$ cat src/rtl/bag_pkg.sv
`timescale 1ns/1ps
package bag_pkg;

    typedef enum logic [1:0] {
        BK_FIXED = 2'b00,
        BK_INCR  = 2'b01,
        BK_WRAP  = 2'b10,
        BK_RSVD  = 2'b11
    } burst_kind_e;

    // smallest k such that 2^k >= v
    function automatic int unsigned ceil_log2(input int unsigned v);
        int unsigned r;
        r = 0;
        for (int k = 0; k < 32; k++) begin
            if ((64'd1 << k) < 64'(v)) r = k + 1;
        end
        return r;
    endfunction

endpackage

$ cat src/rtl/bag_align.sv
`timescale 1ns/1ps
module bag_align #(
    parameter int ADDR_W = 32
) (
    input  logic [2:0]        beat_size,
    input  logic [ADDR_W-1:0] start_addr,
    output logic [ADDR_W-1:0] aligned,
    output logic [ADDR_W-1:0] mask,
    output logic [ADDR_W-1:0] step
);
    logic [ADDR_W-1:0] low_bits;

    always_comb begin
        step     = ADDR_W'(1) << beat_size;
        low_bits = step - ADDR_W'(1);
        mask     = ~low_bits;
        aligned  = start_addr & mask;
    end
endmodule

$ cat src/rtl/bag_wrap_calc.sv
`timescale 1ns/1ps
module bag_wrap_calc
    import bag_pkg::*;
#(
    parameter int LEN_W  = 4,
    parameter int WRAP_W = 8
) (
    input  logic [2:0]        beat_size,
    input  logic [LEN_W-1:0]  burst_len,
    input  logic [1:0]        burst_kind,
    output logic [WRAP_W-2:0] boundary,
    output logic [WRAP_W-1:0] wrap_val
);
    localparam int BND_W = WRAP_W - 1;

    logic [31:0] span_w;
    logic [31:0] fixed_span;

    always_comb begin
        span_w     = 32'(beat_size) + ceil_log2(32'(burst_len) + 32'd1);
        fixed_span = (32'd1 << beat_size) - 32'd1;
    end

    for (genvar i = 0; i < BND_W; i++) begin : g_bnd
        assign boundary[i] = (span_w > 32'(i));
    end

    always_comb begin
        case (burst_kind_e'(burst_kind))
            BK_WRAP:  wrap_val = {1'b0, boundary};
            BK_FIXED: wrap_val = fixed_span[WRAP_W-1:0];
            default:  wrap_val = {WRAP_W{1'b1}};
        endcase
    end
endmodule

$ cat src/rtl/bag_seq.sv
`timescale 1ns/1ps
module bag_seq
    import bag_pkg::*;
#(
    parameter int ADDR_W = 32
) (
    input  logic              clk,
    input  logic              rst_n,
    input  logic              accept,
    input  logic              in_sop,
    input  logic              in_eop,
    input  logic [1:0]        burst_kind,
    input  logic [ADDR_W-1:0] aligned,
    input  logic [ADDR_W-1:0] step,
    input  logic [ADDR_W-1:0] wrap_mask,
    output logic [ADDR_W-1:0] cur_addr
);
    typedef struct packed {
        logic              open;
        logic [ADDR_W-1:0] addr;
    } seq_st_t;

    seq_st_t st_d, st_q;
    logic              first;
    logic [ADDR_W-1:0] sum;
    logic [ADDR_W-1:0] nxt;

    always_comb begin
        first    = in_sop || !st_q.open;
        cur_addr = first ? aligned : st_q.addr;
        sum      = cur_addr + step;
        case (burst_kind_e'(burst_kind))
            BK_FIXED: nxt = cur_addr;
            BK_WRAP:  nxt = (cur_addr & ~wrap_mask) | (sum & wrap_mask);
            default:  nxt = sum;
        endcase
        st_d = st_q;
        if (accept) begin
            st_d.open = !in_eop;
            st_d.addr = nxt;
        end
    end

    always_ff @(posedge clk or negedge rst_n) begin
        if (!rst_n) begin
            st_q <= '0;
        end else begin
            st_q <= st_d;
        end
    end
endmodule

$ cat src/rtl/burst_addr_gen.sv
`timescale 1ns/1ps
module burst_addr_gen #(
    parameter int ADDR_W  = 32,
    parameter int LEN_W   = 4,
    parameter int WRAP_W  = 8,
    parameter bit STEP_EN = 1'b1
) (
    input  logic              clk,
    input  logic              rst_n,
    input  logic              in_valid,
    input  logic              in_sop,
    input  logic              in_eop,
    input  logic              out_ready,
    input  logic [ADDR_W-1:0] start_addr,
    input  logic [2:0]        beat_size,
    input  logic [1:0]        burst_kind,
    input  logic [LEN_W-1:0]  burst_len,
    output logic [ADDR_W-1:0] out_addr,
    output logic [ADDR_W-1:0] align_mask,
    output logic [WRAP_W-1:0] out_wrap
);
    localparam int BND_W = WRAP_W - 1;

    logic [ADDR_W-1:0] aligned;
    logic [ADDR_W-1:0] step;
    logic [BND_W-1:0]  boundary;
    logic [ADDR_W-1:0] wrap_mask;

    bag_align #(.ADDR_W(ADDR_W)) u_align (
        .beat_size (beat_size),
        .start_addr(start_addr),
        .aligned   (aligned),
        .mask      (align_mask),
        .step      (step)
    );

    bag_wrap_calc #(.LEN_W(LEN_W), .WRAP_W(WRAP_W)) u_wrap (
        .beat_size (beat_size),
        .burst_len (burst_len),
        .burst_kind(burst_kind),
        .boundary  (boundary),
        .wrap_val  (out_wrap)
    );

    assign wrap_mask = {{(ADDR_W-BND_W){1'b0}}, boundary};

    if (STEP_EN) begin : g_step
        bag_seq #(.ADDR_W(ADDR_W)) u_seq (
            .clk       (clk),
            .rst_n     (rst_n),
            .accept    (in_valid && out_ready),
            .in_sop    (in_sop),
            .in_eop    (in_eop),
            .burst_kind(burst_kind),
            .aligned   (aligned),
            .step      (step),
            .wrap_mask (wrap_mask),
            .cur_addr  (out_addr)
        );
    end else begin : g_comb
        assign out_addr = aligned;
    end
endmodule

$ cat config.mk
export PLATFORM = sky130hd
export DESIGN_NAME = burst_addr_gen
export DESIGN_NICKNAME = d
export VERILOG_FILES = /design/src/rtl/bag_pkg.sv /design/src/rtl/bag_align.sv /design/src/rtl/bag_wrap_calc.sv /design/src/rtl/bag_seq.sv /design/src/rtl/burst_addr_gen.sv
export SDC_FILE = /design/constraint.sdc
export NUM_CORES = 1
export LEC_CHECK = 0
export CAP_MARGIN = 20
export CORE_MARGIN = 3
export CORE_UTILIZATION = 47
export DETAILED_ROUTE_END_ITERATION = 10
export PLACE_DENSITY = 0.83
export REMOVE_ABC_BUFFERS = 1
export SLEW_MARGIN = 5
export SYNTH_ARGS = -nofsm -noshare
export SYNTH_HDL_FRONTEND = slang
export SYNTH_SLANG_ARGS = --single-unit
$ cat constraint.sdc
create_clock -name clk -period 4.3 [get_ports clk]
set_input_delay 0.645 -clock clk [delete_from_list [all_inputs] [get_ports clk]]
set_output_delay 0.645 -clock clk [all_outputs]
set_load 0.02 [all_outputs]
-- Word level (Yosys, flattened, before mapping)
Index checks and enable logic that the tools add are counted.
- equal/unequal tests: 1
- add/sub/neg operators: 4
- shift operators: 1
- reduce and logical (&&, ||, !) cells: 5
- muxes and demuxes: 35
- bitwise operators: 6
- magnitude comparators: 39
- operators by type and width (kind ; count):
    32-bit by 3-bit greater-than comparator with 1-bit output, second input constant ; 3
    5-bit two-way mux ; 16
    32-bit bitwise AND ; 2
    32-bit by 1-bit greater-than comparator with 1-bit output, second input constant ; 2
    32-bit by 2-bit greater-than comparator with 1-bit output, second input constant ; 2
    32-bit one-hot mux with 2 select lines ; 1
    32-bit adder ; 1
    32-bit by 7-bit bitwise AND with 32-bit output ; 1
    1-bit by 32-bit < comparator with 1-bit output, first input constant ; 1
    10-bit by 32-bit < comparator with 1-bit output, first input constant ; 1
    11-bit by 32-bit < comparator with 1-bit output, first input constant ; 1
    12-bit by 32-bit < comparator with 1-bit output, first input constant ; 1
    13-bit by 32-bit < comparator with 1-bit output, first input constant ; 1
    14-bit by 32-bit < comparator with 1-bit output, first input constant ; 1
    15-bit by 32-bit < comparator with 1-bit output, first input constant ; 1
    16-bit by 32-bit < comparator with 1-bit output, first input constant ; 1
    17-bit by 32-bit < comparator with 1-bit output, first input constant ; 1
    18-bit by 32-bit < comparator with 1-bit output, first input constant ; 1
    19-bit by 32-bit < comparator with 1-bit output, first input constant ; 1
    2-bit by 32-bit < comparator with 1-bit output, first input constant ; 1
    20-bit by 32-bit < comparator with 1-bit output, first input constant ; 1
    21-bit by 32-bit < comparator with 1-bit output, first input constant ; 1
    22-bit by 32-bit < comparator with 1-bit output, first input constant ; 1
    23-bit by 32-bit < comparator with 1-bit output, first input constant ; 1
    35 further kinds ; 47
- output and inout port bits: 72
- flip-flop bits (word level): 33

-- Depth between registers and ports, before layout
- word-level depth: 40
- depth in mapped cells: 17

-- Hierarchy
From an unflattened synthesis, not the netlist that was laid out.
- cell total of the unflattened synthesis: 648
- area, all modules: 5068.6 um2
- modules (own cells, without submodules) (module ; cells an instance ; area an instance (um2) ; times used):
    bag_seq ; 446 ; 3682.3 ; 1
    bag_align ; 116 ; 814.5 ; 1
    bag_wrap_calc ; 84 ; 561.8 ; 1
    burst_addr_gen ; 2 ; 10.0 ; 1

-- Worst setup path after synthesis
OpenSTA, ideal clock, no wires.
- path kind: input-to-reg
- start: input port beat_size[1]
- end: register g_step.u_seq.st_q[26] in the netlist's numbering
- setup slack: -0.529 ns
- cell stages on the path: 15
- data required time: 4.208 ns
- data arrival time: 4.737 ns
- path buffers: 2
- cell sequence: clkbuf_1 -> nor3_1 -> inv_1 -> ha_1 -> a21oi_1 -> o21ai_0 -> o21ai_0 -> ha_1 -> a21o_1 -> a221oi_1 -> o21ai_0 -> and4_4 -> buf_2 -> and3_1 -> o31ai_2
- cells in the longest elaborated chain, start to end: 9
- elaborated cells between the ends (all ways): 10
- classes of those cells: add/sub: 2; shift: 1; mux: 2; bitwise: 5
- RTL lines (what ; RTL line ; text):
    start: declaration ; burst_addr_gen.sv:15 ; input logic [2:0] beat_size,
    1-bit by 3-bit << shifter with 32-bit output (*) ; n/a ;
    32-bit by 1-bit subtractor with 32-bit output (*) ; n/a ;
    32-bit NOT (*) ; bag_align.sv:16 ; mask = ~low_bits;
    net align_mask[0] ; burst_addr_gen.sv:19 ; output logic [ADDR_W-1:0] align_mask,
    32-bit bitwise AND (*) ; bag_align.sv:17 ; aligned = start_addr & mask;
    32-bit two-way mux (*) ; bag_seq.sv:30 ; cur_addr = first ? aligned : st_q.addr;
    32-bit adder (*) ; bag_seq.sv:31 ; sum = cur_addr + step;
    32-bit by 7-bit bitwise AND with 32-bit output ; bag_seq.sv:34 ; BK_WRAP: nxt = (cur_addr & ~wrap_mask) | (sum & wrap_mask);
    32-bit bitwise OR ; bag_seq.sv:34 ;
    32-bit one-hot mux with 2 select lines (*) ; bag_seq.sv:32 ; case (burst_kind_e'(burst_kind))
    end signal: assignment ; bag_seq.sv:48 ; st_q <= st_d;
    end: declaration ; bag_seq.sv:23 ; seq_st_t st_d, st_q;
The timed path passes the listed nets; every way through them passes the cells marked *.
A chain may end at the register's enable or synchronous reset.

-- Final worst setup path
- start: input port burst_len[1]
- end: output port out_wrap[6]
- cells in the longest elaborated chain, start to end: 37
- elaborated cells between the ends (all ways): 68
- classes of those cells: add/sub: 2; order compare: 33; mux: 33
- RTL lines (what ; RTL line ; text):
    start: declaration ; burst_addr_gen.sv:17 ; input logic [LEN_W-1:0] burst_len,
    4-bit by 1-bit adder with 5-bit output (*) ; bag_wrap_calc.sv:20 ; span_w = 32'(beat_size) + ceil_log2(32'(burst_len) + 32'd1);
    1-bit by 32-bit < comparator with 1-bit output ; bag_pkg.sv:16 ; if ((64'd1 << k) < 64'(v)) r = k + 1;
    1-bit two-way mux ; bag_pkg.sv:16 ;
    2-bit two-way mux (2 in series) ; bag_pkg.sv:16 ;
    3-bit two-way mux (4 in series) ; bag_pkg.sv:16 ;
    4-bit two-way mux (8 in series) ; bag_pkg.sv:16 ;
    5-bit two-way mux (16 in series) ; bag_pkg.sv:16 ;
    6-bit two-way mux (*) ; bag_pkg.sv:16 ;
    3-bit by 6-bit adder with 7-bit output (*) ; bag_wrap_calc.sv:20 ;
    32-bit by 3-bit greater-than comparator with 1-bit output (*) ; bag_wrap_calc.sv:25 ; assign boundary[i] = (span_w > 32'(i));
    8-bit one-hot mux with 2 select lines (*) ; bag_wrap_calc.sv:29 ; case (burst_kind_e'(burst_kind))
    end: declaration ; burst_addr_gen.sv:20 ; output logic [WRAP_W-1:0] out_wrap
Mark *: on every way between the ends. The rest lies on a longest branch, timed or not.

==> flow_results.org <==
** Yosys
- Top cell type's share of synthesized area :: 23.9%
- The cell count after synthesis came out at 441.
- By instance count, the leading cell after synthesis is sky130_fd_sc_hd__nand2_1.
- Most frequent cells after synthesis :: 73 x sky130_fd_sc_hd__nand2_1, 33 x sky130_fd_sc_hd__dfrtp_1, 32 x sky130_fd_sc_hd__o21ai_0, 23 x sky130_fd_sc_hd__a21oi_1, 23 x sky130_fd_sc_hd__inv_1
- Of all cell types, the one taking the most synthesized area is sky130_fd_sc_hd__dfrtp_1.
- In this run, synthesis inferred 0 flip-flops with an integrated enable.
- Fraction of the yosys area taken by sequential cells :: 23.9%
- The synthesized design contains 33 register bits.
- Yosys synthesis warning count :: 0
- After synthesis the cells add up to 0.00346 mm^2.
- Synthesis instantiated 67 different standard cells from the library.
- Sorting the synthesized cells by area gives the leading types as sky130_fd_sc_hd__dfrtp_1 24%, sky130_fd_sc_hd__nand2_1 7.9%, sky130_fd_sc_hd__ha_1 5.4%.
- In the synthesized netlist the dominant register cell turns out to be sky130_fd_sc_hd__dfrtp_1.
- Counting flops with an async set or reset pin after synthesis yields a share of 100%.
- After synthesis, the mean cell area works out to 7.85 um^2.

** Hold path
- For hold timing, the worst endpoint is g_step.u_seq.st_q[15]$_DFFE_PN0P_.
- Number of cells on the worst hold path :: 2
- Class of the tightest hold or removal check :: register to register
- The worst hold path begins at g_step.u_seq.st_q[15]$_DFFE_PN0P_.

** Run status
- The run finished with clean final reports.

** Die
- Horizontal extent of the die :: 91.8 um
- In this run the count of I/O pins placed on the die edge is 119.
- Die Outline Area :: 0.00843 mm^2
- In this run the core area contains 30 standard-cell rows.
- After floorplanning, the core was sized to cover 0.00698 mm^2.
- Overall die height :: 91.8 um
- For this configuration, the core starts out at a cell density of 49.6%.

** GRT
- Overflow left after global routing :: 0
- Antenna violations before repair :: 0
- Overall track demand over capacity in global routing :: 26.1%
- The via count of the first global-routing pass was 3,713.
- Entering global routing, the biggest net connects 45 pins.
- Global-route wire length before repair :: 18,000 um

** Setup path
- For flop-to-flop paths, the worst setup slack is 870 ps.
- Crit Reg-Reg Startpoint :: g_step.u_seq.st_q[32]$_DFFE_PN0P_
- Of all nets on the critical path, the largest fanout is 4.
- Most prevalent standard cell on the critical path :: sky130_fd_sc_hd__o21ai_0
- STA classifies the critical path startpoint as an input port.
- Data required time at the worst endpoint :: 3650 ps
- The worst setup path is captured at a primary output.
- CP max stage delay :: 510 ps
- The critical path goes through clkdlybuf4s50_1 > ha_1 > or4_1 > o22ai_1 > ha_2 > fa_2 > nand2_1 > o21ai_0 > a21oi_1 > o21ai_0 > clkdlybuf4s15_2.
- In this run the critical register-to-register path is captured at g_step.u_seq.st_q[30]$_DFFE_PN0P_.
- STA puts the critical path data arrival time at 3530 ps.
- On the critical path, the stage with the largest delay is an instance of sky130_fd_sc_hd__or4_1.
- Number of cells on the worst reg-to-reg path :: 12
- Category of the most critical setup path :: input port to primary output

** Clock network
- Buffers inserted during clock tree synthesis total 5.
- At the later pin of the worst-skew pair, clock insertion delay measures 290 ps.
- Post-CTS setup buffer count :: 0
- Clock-pin transition on the worst setup and hold timing paths :: 80 ps
- Maximum number of buffers from clock root to sink :: 2
- TritonCTS built the clock tree.
- In this run the clock root is driven by a sky130_fd_sc_hd__clkbuf_8.
- Clock tree synthesis found a total of 33 sinks.
- Number of levels the H-tree was split into :: 2

** Placed design
- Worst slack at placement :: -372 ps
- Count of buffers from port buffering :: 109
- Total placed instance area :: 0.00469 mm^2
- RD Place Congestion :: 0.957
- Once detailed placement completed, the half-perimeter wirelength came to 8380 um.

** Drt
- Wire length per cell :: 16.8 um
- DRT antenna net count :: 0
- Detailed-routing iteration count for the pre-antenna-repair pass :: 5
- Routed wire length :: 11,000 um
- DRC viols :: 0
- For this block, the via count after detailed routing is 3,811.
- After detailed routing, the number of vias per cell comes to 5.85.
- After the first detailed-routing iteration, the DRC count stood at 287.

** Timing
- The worst pin sits at a relative slew slack of 52.2%.
- Number of hold violations in the final report :: 0
- Hold is met by 485 ps.
- Final Cycle Share :: 97.0%
- Derived from the worst setup path, the maximum achievable clock frequency is 240 MHz.
- Setup violations remaining at the end of the flow were counted as 0.
- Counting I/O delays and the setup requirement, the final critical path takes 4170 ps.
- Setup total negative slack on the finished layout was measured at 0 ps.
- Number of pins exceeding their max-slew limit in the final report :: 0
- Actual slew at the worst max-slew pin :: 714 ps
- Unrepaired setup endpoints after global routing :: false
- Final Worst Setup Slack :: 127 ps
- The clock arrives with 10.9 ps of skew.

** Finish
- Post-route cell area :: 0.00477 mm^2
- g_step.u_seq.st_q holds more flip-flops than any other register.
- The largest registers in the layout are g_step.u_seq.st_q: 33 flops.
- The post-route netlist has 13.2% of its cells at a drive strength greater than 1.
- The register with the most flip-flops in the layout has 33 of them.
- In the final design database the tool counted 618 nets.
- Core utilization of the finished layout :: 68.4%
- Inserted Diodes :: 0
- Compared with the post-synthesis result, the final layout area differs by 38.0%.

** Job
- Number of maximum-capacitance violations :: 0

** Power
- Cell Pwr Density :: 262 mW/mm^2
- For this design the static power due to leakage is 2.17 nW.
- Net switching is 40.2% of the power.
- Portion of total power attributed to combinational logic :: 48.8%
- The share of total power dissipated in sequential elements is 32.1%.
- Clock group share of total power :: 19.0%
- Switching power summed over all nets :: 502 uW
- Total internal power :: 746 uW
- VDD sags by at most 0.142 mV.
==> critical path: cells and delay by family <==
family / cells / cell delay [ps]
AO/OA/AOI/OAI: 4 / 570
adder cells (fa/ha/maj): 3 / 930
buffers and inverters: 2 / 780
AND/OR/NAND/NOR: 2 / 610
==> power groups by stage <==
stage                     clock network [mW]  logic [mW]  registers [mW]
after detailed placement                   0       0.603           0.405
after CTS                              0.239       0.605           0.400
after global placement                     0       0.587           0.402
after global routing                   0.251       0.660           0.408
final                                  0.238       0.610           0.401
after floorplan                            0       0.339           0.394
==> area by class of cell <==
| type | instances | area [um^2] |
|---|---|---|
| well taps | 96 | 120 |
| inverters | 25 | 96.3 |
| clock inverters | 2 | 10.0 |
| fillers | 573 | 2210 |
| flip-flops and latches | 33 | 826 |
| multi-input cells | 349 | 2340 |
| clock buffers | 6 | 72.6 |
| repair buffers | 140 | 1310 |
==> per-layer routing <==
metal	wire [um]	vias to the layer above	GRT usage, %
li1	-	1800	-
met1	4550	1805	33.3
met2	5390	184	44.4
met3	817	22	4.68
met4	212	0	8.54
met5	0	-	0
==> worst max-delay path by stage <==
stage | slack [ps] | from | cells after the start | end
2_1_floorplan | -730 | in_sop | 9 | g_step.u_seq.st_q[28]$_DFFE_PN0P_
3_3_place_gp | -330 | burst_len[0] | 12 | out_wrap[2]
3_5_place_dp | -370 | burst_len[0] | 13 | out_wrap[1]
4_1_cts | -100 | burst_len[0] | 12 | out_wrap[2]
5_1_grt | 10 | burst_len[1] | 11 | out_wrap[6]
6_report | 130 | burst_len[1] | 11 | out_wrap[6]
==> kinds of logic after synthesis <==
kind of cell / synth area share, %
other: 0.108
multiplexers: 4.19
adder cells (fa/ha/maj): 6.58
AO/OA/AOI/OAI: 23.2
AND/OR/NAND/NOR: 26.9
flip-flops: 23.9
XOR/XNOR: 5.06
buffers and inverters: 10.1
==> layout by cell type (no fill, tap or decap), drive strengths merged, types with 18 or more instances in the layout <==
cell	n
a21oi	23
buf	33
clkdlybuf4s50	101
dfrtp	33
inv	25
nand2	73
nand3	18
o21ai	34
==> through the flow <==
step	total power, mW	instances
5_1_grt	1.32	651
3_3_place_gp	0.989	643
6_report	1.25	651
4_1_cts	1.24	651
2_1_floorplan	0.732	407
3_5_place_dp	1.01	643
==> what timing repair did <==
item                                    in CTS  in global routing
gates resized for setup                     21                 13
endpoints found under the setup margin       7                 12
pin swaps                                    0                  2
hold buffers                                 0                  0
cloned                                       0                  0
Note: power is estimated with default switching activity, not from simulation.
